## config.mk

```make
export PLATFORM = sky130hd
export DESIGN_NAME = fpcsr_unit
export DESIGN_NICKNAME = d
export VERILOG_FILES = /design/src/rtl/fpcsr_pkg.sv /design/src/rtl/fpcsr_excpt.sv /design/src/rtl/fpcsr_ccbank.sv /design/src/rtl/fpcsr_rdmux.sv /design/src/rtl/fpcsr_unit.sv
export SDC_FILE = /design/constraint.sdc
export NUM_CORES = 1
export LEC_CHECK = 0
export CAP_MARGIN = 20
export CELL_PAD_IN_SITES_DETAIL_PLACEMENT = 1
export CELL_PAD_IN_SITES_GLOBAL_PLACEMENT = 1
export CORE_AREA = 2 2 63 65
export CTS_BUF_LIST = sky130_fd_sc_hd__clkbuf_8
export DETAILED_ROUTE_END_ITERATION = 6
export DIE_AREA = 0 0 65 67
export DONT_BUFFER_PORTS = 1
export PLACE_DENSITY = 0.83
export SETUP_SLACK_MARGIN = 0.2
export SYNTH_ARGS = -nofsm -noshare
export SYNTH_HDL_FRONTEND = slang
export SYNTH_SLANG_ARGS = --single-unit
```

## constraint.sdc

```tcl
create_clock -name clk -period 2.5 [get_ports clk]
set_input_delay 0.25 -clock clk [delete_from_list [all_inputs] [get_ports clk]]
set_output_delay 0.25 -clock clk [all_outputs]
set_load 0.01 [all_outputs]
```

## src/rtl/fpcsr_pkg.sv

```systemverilog
package fpcsr_pkg;

   localparam int CSR_W      = 32;
   localparam int EXC_N      = 5;
   localparam int RM_LSB     = 0;
   localparam int RM_W       = 2;
   localparam int FLAG_LSB   = 2;
   localparam int EN_LSB     = FLAG_LSB + EXC_N;
   localparam int CAUSE_LSB  = EN_LSB + EXC_N;
   localparam int UNIMPL_BIT = CAUSE_LSB + EXC_N;
   localparam int CC0_BIT    = 23;
   localparam int CCHI_LSB   = 25;
   localparam int CC_MAX     = 8;

   typedef enum logic [RM_W-1:0] {
      RM_NEAREST = 2'd0,
      RM_ZERO    = 2'd1,
      RM_UP      = 2'd2,
      RM_DOWN    = 2'd3
   } rmode_e;

   function automatic int cc_pos(int k);
      return (k == 0) ? CC0_BIT : (CCHI_LSB + k - 1);
   endfunction

   function automatic logic [CSR_W-1:0] wr_mask_f(int n_cc);
      logic [CSR_W-1:0] m;
      m = '0;
      for (int b = RM_LSB; b <= UNIMPL_BIT; b++) m[b] = 1'b1;
      for (int k = 0; k < n_cc; k++) m[cc_pos(k)] = 1'b1;
      return m;
   endfunction

endpackage

```

## src/rtl/fpcsr_excpt.sv

```systemverilog
module fpcsr_excpt
   import fpcsr_pkg::*;
#(
   parameter int W = CSR_W,
   parameter int N = EXC_N
) (
   input  logic [W-1:0] word_in,
   input  logic         op_valid,
   input  logic [N-1:0] op_exc,
   output logic [W-1:0] word_out,
   output logic         op_trap
);

   logic [N-1:0] en_cur;
   logic [N-1:0] flag_cur;

   assign en_cur   = word_in[EN_LSB +: N];
   assign flag_cur = word_in[FLAG_LSB +: N];
   assign op_trap  = op_valid & (|(op_exc & en_cur));

   always_comb begin
      word_out = word_in;
      if (op_valid) begin
         word_out[CAUSE_LSB +: N] = op_exc;
         word_out[UNIMPL_BIT]     = 1'b0;
         word_out[FLAG_LSB +: N]  = flag_cur | op_exc;
      end
   end

endmodule

```

## src/rtl/fpcsr_ccbank.sv

```systemverilog
module fpcsr_ccbank
   import fpcsr_pkg::*;
#(
   parameter int W        = CSR_W,
   parameter int NUM_CC   = 8,
   parameter int CC_IDX_W = $clog2(NUM_CC)
) (
   input  logic [W-1:0]        word_in,
   input  logic                wr_en,
   input  logic [CC_IDX_W-1:0] wr_idx,
   input  logic                wr_val,
   input  logic [CC_IDX_W-1:0] test_idx,
   output logic [W-1:0]        word_out,
   output logic                test_val
);

   localparam int SLOTS = 1 << CC_IDX_W;

   logic [SLOTS-1:0] cc_vec;
   logic [SLOTS-1:0] cc_next;

   for (genvar k = 0; k < SLOTS; k++) begin : g_cc
      if (k < NUM_CC) begin : g_live
         assign cc_vec[k]  = word_in[cc_pos(k)];
         assign cc_next[k] = (wr_en && (wr_idx == CC_IDX_W'(k))) ? wr_val : cc_vec[k];
      end else begin : g_pad
         assign cc_vec[k]  = 1'b0;
         assign cc_next[k] = 1'b0;
      end
   end

   always_comb begin
      word_out = word_in;
      for (int k = 0; k < NUM_CC; k++) word_out[cc_pos(k)] = cc_next[k];
   end

   assign test_val = cc_vec[test_idx];

endmodule

```

## src/rtl/fpcsr_rdmux.sv

```systemverilog
module fpcsr_rdmux #(
   parameter int               W         = 32,
   parameter int               IDX_W     = 5,
   parameter int               CSR_IDX   = 31,
   parameter int               REV_IDX   = 0,
   parameter logic [W-1:0]     REV_VALUE = '0
) (
   input  logic [IDX_W-1:0] rd_idx,
   input  logic [W-1:0]     word,
   output logic [W-1:0]     rd_data
);

   always_comb begin
      if (rd_idx == IDX_W'(CSR_IDX))      rd_data = word;
      else if (rd_idx == IDX_W'(REV_IDX)) rd_data = REV_VALUE;
      else                                rd_data = '0;
   end

endmodule

```

## src/rtl/fpcsr_unit.sv

```systemverilog
module fpcsr_unit
   import fpcsr_pkg::*;
#(
   parameter int W         = 32,
   parameter int IDX_W     = 5,
   parameter int CSR_IDX   = 31,
   parameter int REV_IDX   = 0,
   parameter int NUM_CC    = 8,
   parameter int CC_IDX_W  = $clog2(NUM_CC)
) (
   input  logic                clk,
   input  logic                rst,
   input  logic                ctl_wr_en,
   input  logic [IDX_W-1:0]    ctl_wr_idx,
   input  logic                ctl_wr_src_zero,
   input  logic [W-1:0]        ctl_wr_data,
   input  logic [IDX_W-1:0]    ctl_rd_idx,
   output logic [W-1:0]        ctl_rd_data,
   input  logic                op_valid,
   input  logic [EXC_N-1:0]    op_exc,
   output logic                op_commit,
   output logic                trap_req,
   input  logic                cc_wr_en,
   input  logic [CC_IDX_W-1:0] cc_wr_idx,
   input  logic                cc_wr_val,
   input  logic [CC_IDX_W-1:0] cc_test_idx,
   output logic                cc_test_val,
   output logic [RM_W-1:0]     round_mode
);

   localparam logic [W-1:0] WMASK = wr_mask_f(NUM_CC);

   if (W != CSR_W) begin : g_bad_width
      $error("fpcsr_unit: word width must equal the fixed field layout width");
   end
   if (CSR_IDX >= (1 << IDX_W) || REV_IDX >= (1 << IDX_W) || CSR_IDX == REV_IDX) begin : g_bad_idx
      $error("fpcsr_unit: register indexes out of range or overlapping");
   end
   if (NUM_CC < 2 || NUM_CC > CC_MAX) begin : g_bad_cc
      $error("fpcsr_unit: condition-code count out of range");
   end

   logic [W-1:0] csr_q;
   logic [W-1:0] csr_d;
   logic [W-1:0] word_op;
   logic [W-1:0] word_cc;
   logic [W-1:0] wr_masked;
   logic         wr_hit;
   logic         op_trap;
   logic         wr_trap;
   logic         trap_d;

   assign wr_hit    = ctl_wr_en && (ctl_wr_idx == IDX_W'(CSR_IDX));
   assign wr_masked = (ctl_wr_src_zero ? '0 : ctl_wr_data) & WMASK;
   assign wr_trap   = |(wr_masked[CAUSE_LSB +: EXC_N] & wr_masked[EN_LSB +: EXC_N]);

   fpcsr_excpt #(.W(W), .N(EXC_N)) u_excpt (
      .word_in  (csr_q),
      .op_valid (op_valid),
      .op_exc   (op_exc),
      .word_out (word_op),
      .op_trap  (op_trap)
   );

   fpcsr_ccbank #(.W(W), .NUM_CC(NUM_CC), .CC_IDX_W(CC_IDX_W)) u_cc (
      .word_in  (word_op),
      .wr_en    (cc_wr_en),
      .wr_idx   (cc_wr_idx),
      .wr_val   (cc_wr_val),
      .test_idx (cc_test_idx),
      .word_out (word_cc),
      .test_val (cc_test_val)
   );

   fpcsr_rdmux #(
      .W(W), .IDX_W(IDX_W), .CSR_IDX(CSR_IDX), .REV_IDX(REV_IDX), .REV_VALUE('0)
   ) u_rd (
      .rd_idx  (ctl_rd_idx),
      .word    (csr_q),
      .rd_data (ctl_rd_data)
   );

   assign csr_d = wr_hit ? wr_masked : word_cc;
   assign trap_d = wr_hit ? wr_trap : op_trap;

   always_ff @(posedge clk) begin
      if (rst) begin
         csr_q    <= '0;
         trap_req <= 1'b0;
      end else begin
         csr_q    <= csr_d;
         trap_req <= trap_d;
      end
   end

   assign op_commit  = op_valid & ~op_trap;
   assign round_mode = csr_q[RM_LSB +: RM_W];

endmodule

```

* Word-level counts from Yosys, hierarchy flattened
Index checks and enable logic that the tools add are counted.
Cells by class: reduce and logical (&&, ||, !) cells 21, bitwise logic cells 6, multiplexer cells 16, order comparisons 1, equal/unequal tests 9
Operator list (count):
- $mux W32 | 3
- $reduce_bool A2 Y1 | 9
- $eq A3 B3 Y1 const B | 4
- $and A5 B5 Y5 | 2
- $eq A5 B5 Y1 const B | 2
- $mux W1 | 10
- $reduce_or A5 Y1 | 2
- $logic_and A1 B1 Y1 | 9
- $eq A3 B2 Y1 const B | 2
- $mux W6 | 1
- $mux W5 | 1
- $or A5 B5 Y5 | 1
- $lt A3 B4 Y1 const B | 1
- $bmux W1 S3 | 1
- $eq A3 B1 Y1 const B | 1
- $logic_not A3 Y1 | 1
- $and A1 B1 Y1 | 2
- $not A1 Y1 | 1
Storage, ports and cells: word-level logic and storage cells 64, flip-flop bits (word level) 27, output and inout bits 37

* Longest topological paths before layout
depth in word-level cells 5, gate-level depth with buffers 5, gate-level depth less buffers 3

* By module
From an unflattened synthesis, not the netlist that was laid out.
Second synthesis, totals: cell total of the unflattened synthesis 301, area total of the unflattened synthesis 2640.0 µm²
By module, submodules not included:
- fpcsr_unit | times used 1, seq. area each 660.6 µm², area an instance 1377.6 µm², cells each 147
- fpcsr_rdmux | times used 1, seq. area each 0.0 µm², area an instance 535.5 µm², cells each 75
- fpcsr_ccbank | times used 1, seq. area each 0.0 µm², area an instance 412.9 µm², cells each 43
- fpcsr_excpt | times used 1, seq. area each 0.0 µm², area an instance 314.1 µm², cells each 36

* Worst setup path before layout
No wires, ideal clock.
path type reg-to-output, from register csr_q[31], to output port cc_test_val, arrival 1.026 ns, stages on the path, launching flop included 3, setup slack 1.224 ns, path buffers 0, required time 2.250 ns, cell sequence dfxtp_1 > mux4_2 > mux2_2
On the way: cells in the longest elaborated chain, start to end 2
RTL lines:
- from (decl) | line fpcsr_unit.sv:43 | logic [W-1:0] csr_q;
- from (signal assigned) | line fpcsr_unit.sv:91 | csr_q <= csr_d;
- $bmux W1 S3 | line fpcsr_ccbank.sv:37 | assign test_val = cc_vec[test_idx];
- $mux W1 (implied by the code) | line fpcsr_ccbank.sv:37
- to (decl) | line fpcsr_unit.sv:27 | output logic cc_test_val,
Every way passes these cells. The select of a mux whose other input is x is not followed.

* Worst setup path after layout
from register csr_q[27], to output port cc_test_val
Same word-level chain as after synthesis.

==> flow_summary.toml <==
[floorplanning]
coreArea_um2 = 3606
num_io_pins = 97
die_y_um = 67
std_cell_rows = 22
start_util = 0.4882
die_w_um = 65
die-area_um2 = 4355

[cts]
cts_setup_buffers = 0
numCtsBuffers = 3
cts_resized = 0
clock-sinks = 27
cts_tree = "built"
path_clk_slew_ns = 0.10
clk_latency_ns = 0.27
cts_buffer_depth = 2
cts_root_buffer = "clkbuf_8"
cts_hold_buf = 0
cts_max_level = 1

[detailed_routing]
drt-total-wl_mm = 4.926
ant_nets = 0
dr_total_vias = 1554
drtIter0Drc = 71
drt_first_pass_iters = 4
via_per_inst = 6.395
drc = 0
routedWlPerCell_um = 20.27

[sta]
finalSetupTns_ns = 0
slew_headroom = 0.5026
whs_ns = 0.02982
finClkSkew_ns = 0.005527
finalHoldViolCount = 0
fin_crit_sh = 0.6506
setup_viol = 0
final_max_slew_viol_count = 0
fmax_ghz = 0.6148
worstMarginPinSlew_ns = 0.7456
setup_ws_ns = 0.8736
rsz0062_at_grt = "no"
fin_crit_ns = 1.626

[synth]
synth_edf_count = 0
ys_seq_elements = 27
netlist_area_um2 = 1760
postSynthCellCount = 209
synth.distinct_cells = 41
synth_warnings = 0
seq_area_frac_synth = 0.3070
ys_async_sr_fraction = 0
syn_avg_cell_area_um2 = 8.423
ys.flop_type = "dfxtp_1"

[placement]
dpl.hpwl_mm = 3.602
gp_congestion = 0.7840
numPortBuffers = 0
dp_slack_ns = 0.9457

[power]
power.leakage_nw = 0.5784
p_per_area_nw_per_um2 = 447.5
switching_share = 0.2412
total_power_mw = 0.7856
p_comb_frac = 0.112
p_seq_frac = 0.578
pwr-share-clk = 0.311
p_int_mw = 0.5961
ir_drop_mv = 0.1774
switching_power_mw = 0.1895

[layout]
antennaDiodeCount = 0
nets = 256
drive_gt1_frac = 0.1026
syn_to_final_growth_pct = -0.2845

[setup_path]
worstReg2RegEnd = "trap_req"
cpLargestDelayFamily = "multiplexers"
critPathLaunchType = "register"
worstPathRequired_ns = 2.25
r2r_slack_ns = 1.34
critPathMaxFanout = 3
critPathArrivalTime_ns = 1.38
slowest_stage = "mux4_2"
max_stage_delay_ns = 0.46
cp_cell_sequence = "mux4_2, mux2_2"
r2r_cells = 3
reg2reg_from = "csr_q[10]"
path_buf_inv = 0
end_kind = "primary output"
crit_type = "register to primary output"

[global_routing]
grt_overflow = 0
antenna_found_initial = 0
grt_pass1_wl_mm = 7.479
grt_max_degree = 29
grt_pass1_vias = 1567
grt_usage = 0.2248

[min_path]
holdPathStages = 1
min_path_type = "primary input to register"
min_to = "csr_q[26]"
hp-start = "rst"

[run_status]
status = "finished clean"

[job]
drv_cap = 0
-- placed cells by master (no fill, tap or decap), types with 4 or more instances in the layout --
| cell | instances |
|---|---|
| a21oi_1 | 18 |
| a311oi_1 | 4 |
| nand2_1 | 5 |
| o21ai_0 | 16 |
| nand4b_1 | 14 |
| a211oi_1 | 7 |
| nor2b_1 | 12 |
| conb_1 | 6 |
| dfxtp_1 | 27 |
| and2_1 | 26 |
| nor3_1 | 13 |
| mux2_2 | 6 |
-- metrics by stage --
| step | util | instance area (um^2) | cells |
|---|---|---|---|
| after floorplan | - | 1779 | 214 |
| after global placement | 0.4743 | 1710 | 239 |
| after detailed placement | 0.4743 | 1710 | 239 |
| after CTS | 0.4868 | 1755 | 243 |
| after global routing | 0.4868 | 1755 | 243 |
| final | 0.4868 | 1755 | 243 |
-- per-layer routing --
metal | share of wire | GRT usage | routed length (um)
met1 | 0.40 | 0.2570 | 1959
met2 | 0.52 | 0.4149 | 2565
met3 | 0.071 | 0.04223 | 351
met4 | 0.0099 | 0.07979 | 49
met5 | 0 | 0 | 0
-- sequential cells by signal, summed over array words and instances (netlist names) --
register  cells
csr_q        26
trap_req      1
-- power by group through the flow --
stage	Sequential (mW)	Clock, mW	Combinational [mW]
floorplan	0.460	0	0.0949
global placement	0.463	0	0.0838
detailed placement	0.464	0	0.0879
CTS	0.454	0.247	0.0883
global route	0.456	0.273	0.0970
finish	0.454	0.244	0.0878
-- kinds of logic (layout without fill, tap and decap cells) --
kind of cell,Yosys count,after routing,share of synthesized area
DFF,27,27,0.3070
buffers and inverters,26,7,0.08172
muxes,10,10,0.07533
other,1,6,0.002130
AOI/OAI and AO/OA,55,55,0.2018
and+or+nand+nor,90,90,0.3319
-- Yosys cell counts, types with 2 or more instances --
master	n	share of area
a311oi_2	2	0.017
mux2i_1	2	0.011
dfxtp_1	27	0.31
mux4_2	2	0.026
or3_1	3	0.011
nor2b_1	12	0.043
o21ai_0	16	0.045
buf_2	5	0.014
o31ai_1	2	0.0085
a311oi_1	4	0.020
nor3_1	13	0.037
nand2_1	5	0.011
a21oi_1	18	0.051
a211oi_1	7	0.030
nor2_1	3	0.0064
buf_4	8	0.034
clkbuf_1	9	0.019
a222oi_1	2	0.011
or4_1	2	0.0085
mux2_2	6	0.038
a22oi_1	2	0.0085
and2_1	26	0.092
nand4b_1	14	0.070
nand2b_1	2	0.0071
-- cell type report --
cell class / instances / area [um^2]
Clock buffer: 3 / 41.29
Clock inverter: 1 / 3.754
Multi-Input combinational cell: 161 / 1095
Fill cell: 449 / 1851
Inverter: 2 / 7.507
Tap cell: 48 / 60.06
Timing Repair Buffer: 1 / 7.507
Sequential cell: 27 / 540.5
-- worst max path at each step --
| stage | to | depth (start not counted) | from | slack [ns] |
|---|---|---|---|---|
| floorplan | cc_test_val | 2 | csr_q[31] | 1.22 |
| global placement | trap_req | 3 | ctl_wr_en | 1.0 |
| detailed placement | trap_req | 3 | ctl_wr_en | 0.95 |
| CTS | cc_test_val | 2 | csr_q[31] | 0.86 |
| global route | cc_test_val | 2 | csr_q[31] | 0.81 |
| finish | cc_test_val | 2 | csr_q[27] | 0.87 |
No activity file was read; power rests on OpenSTA's default activity.
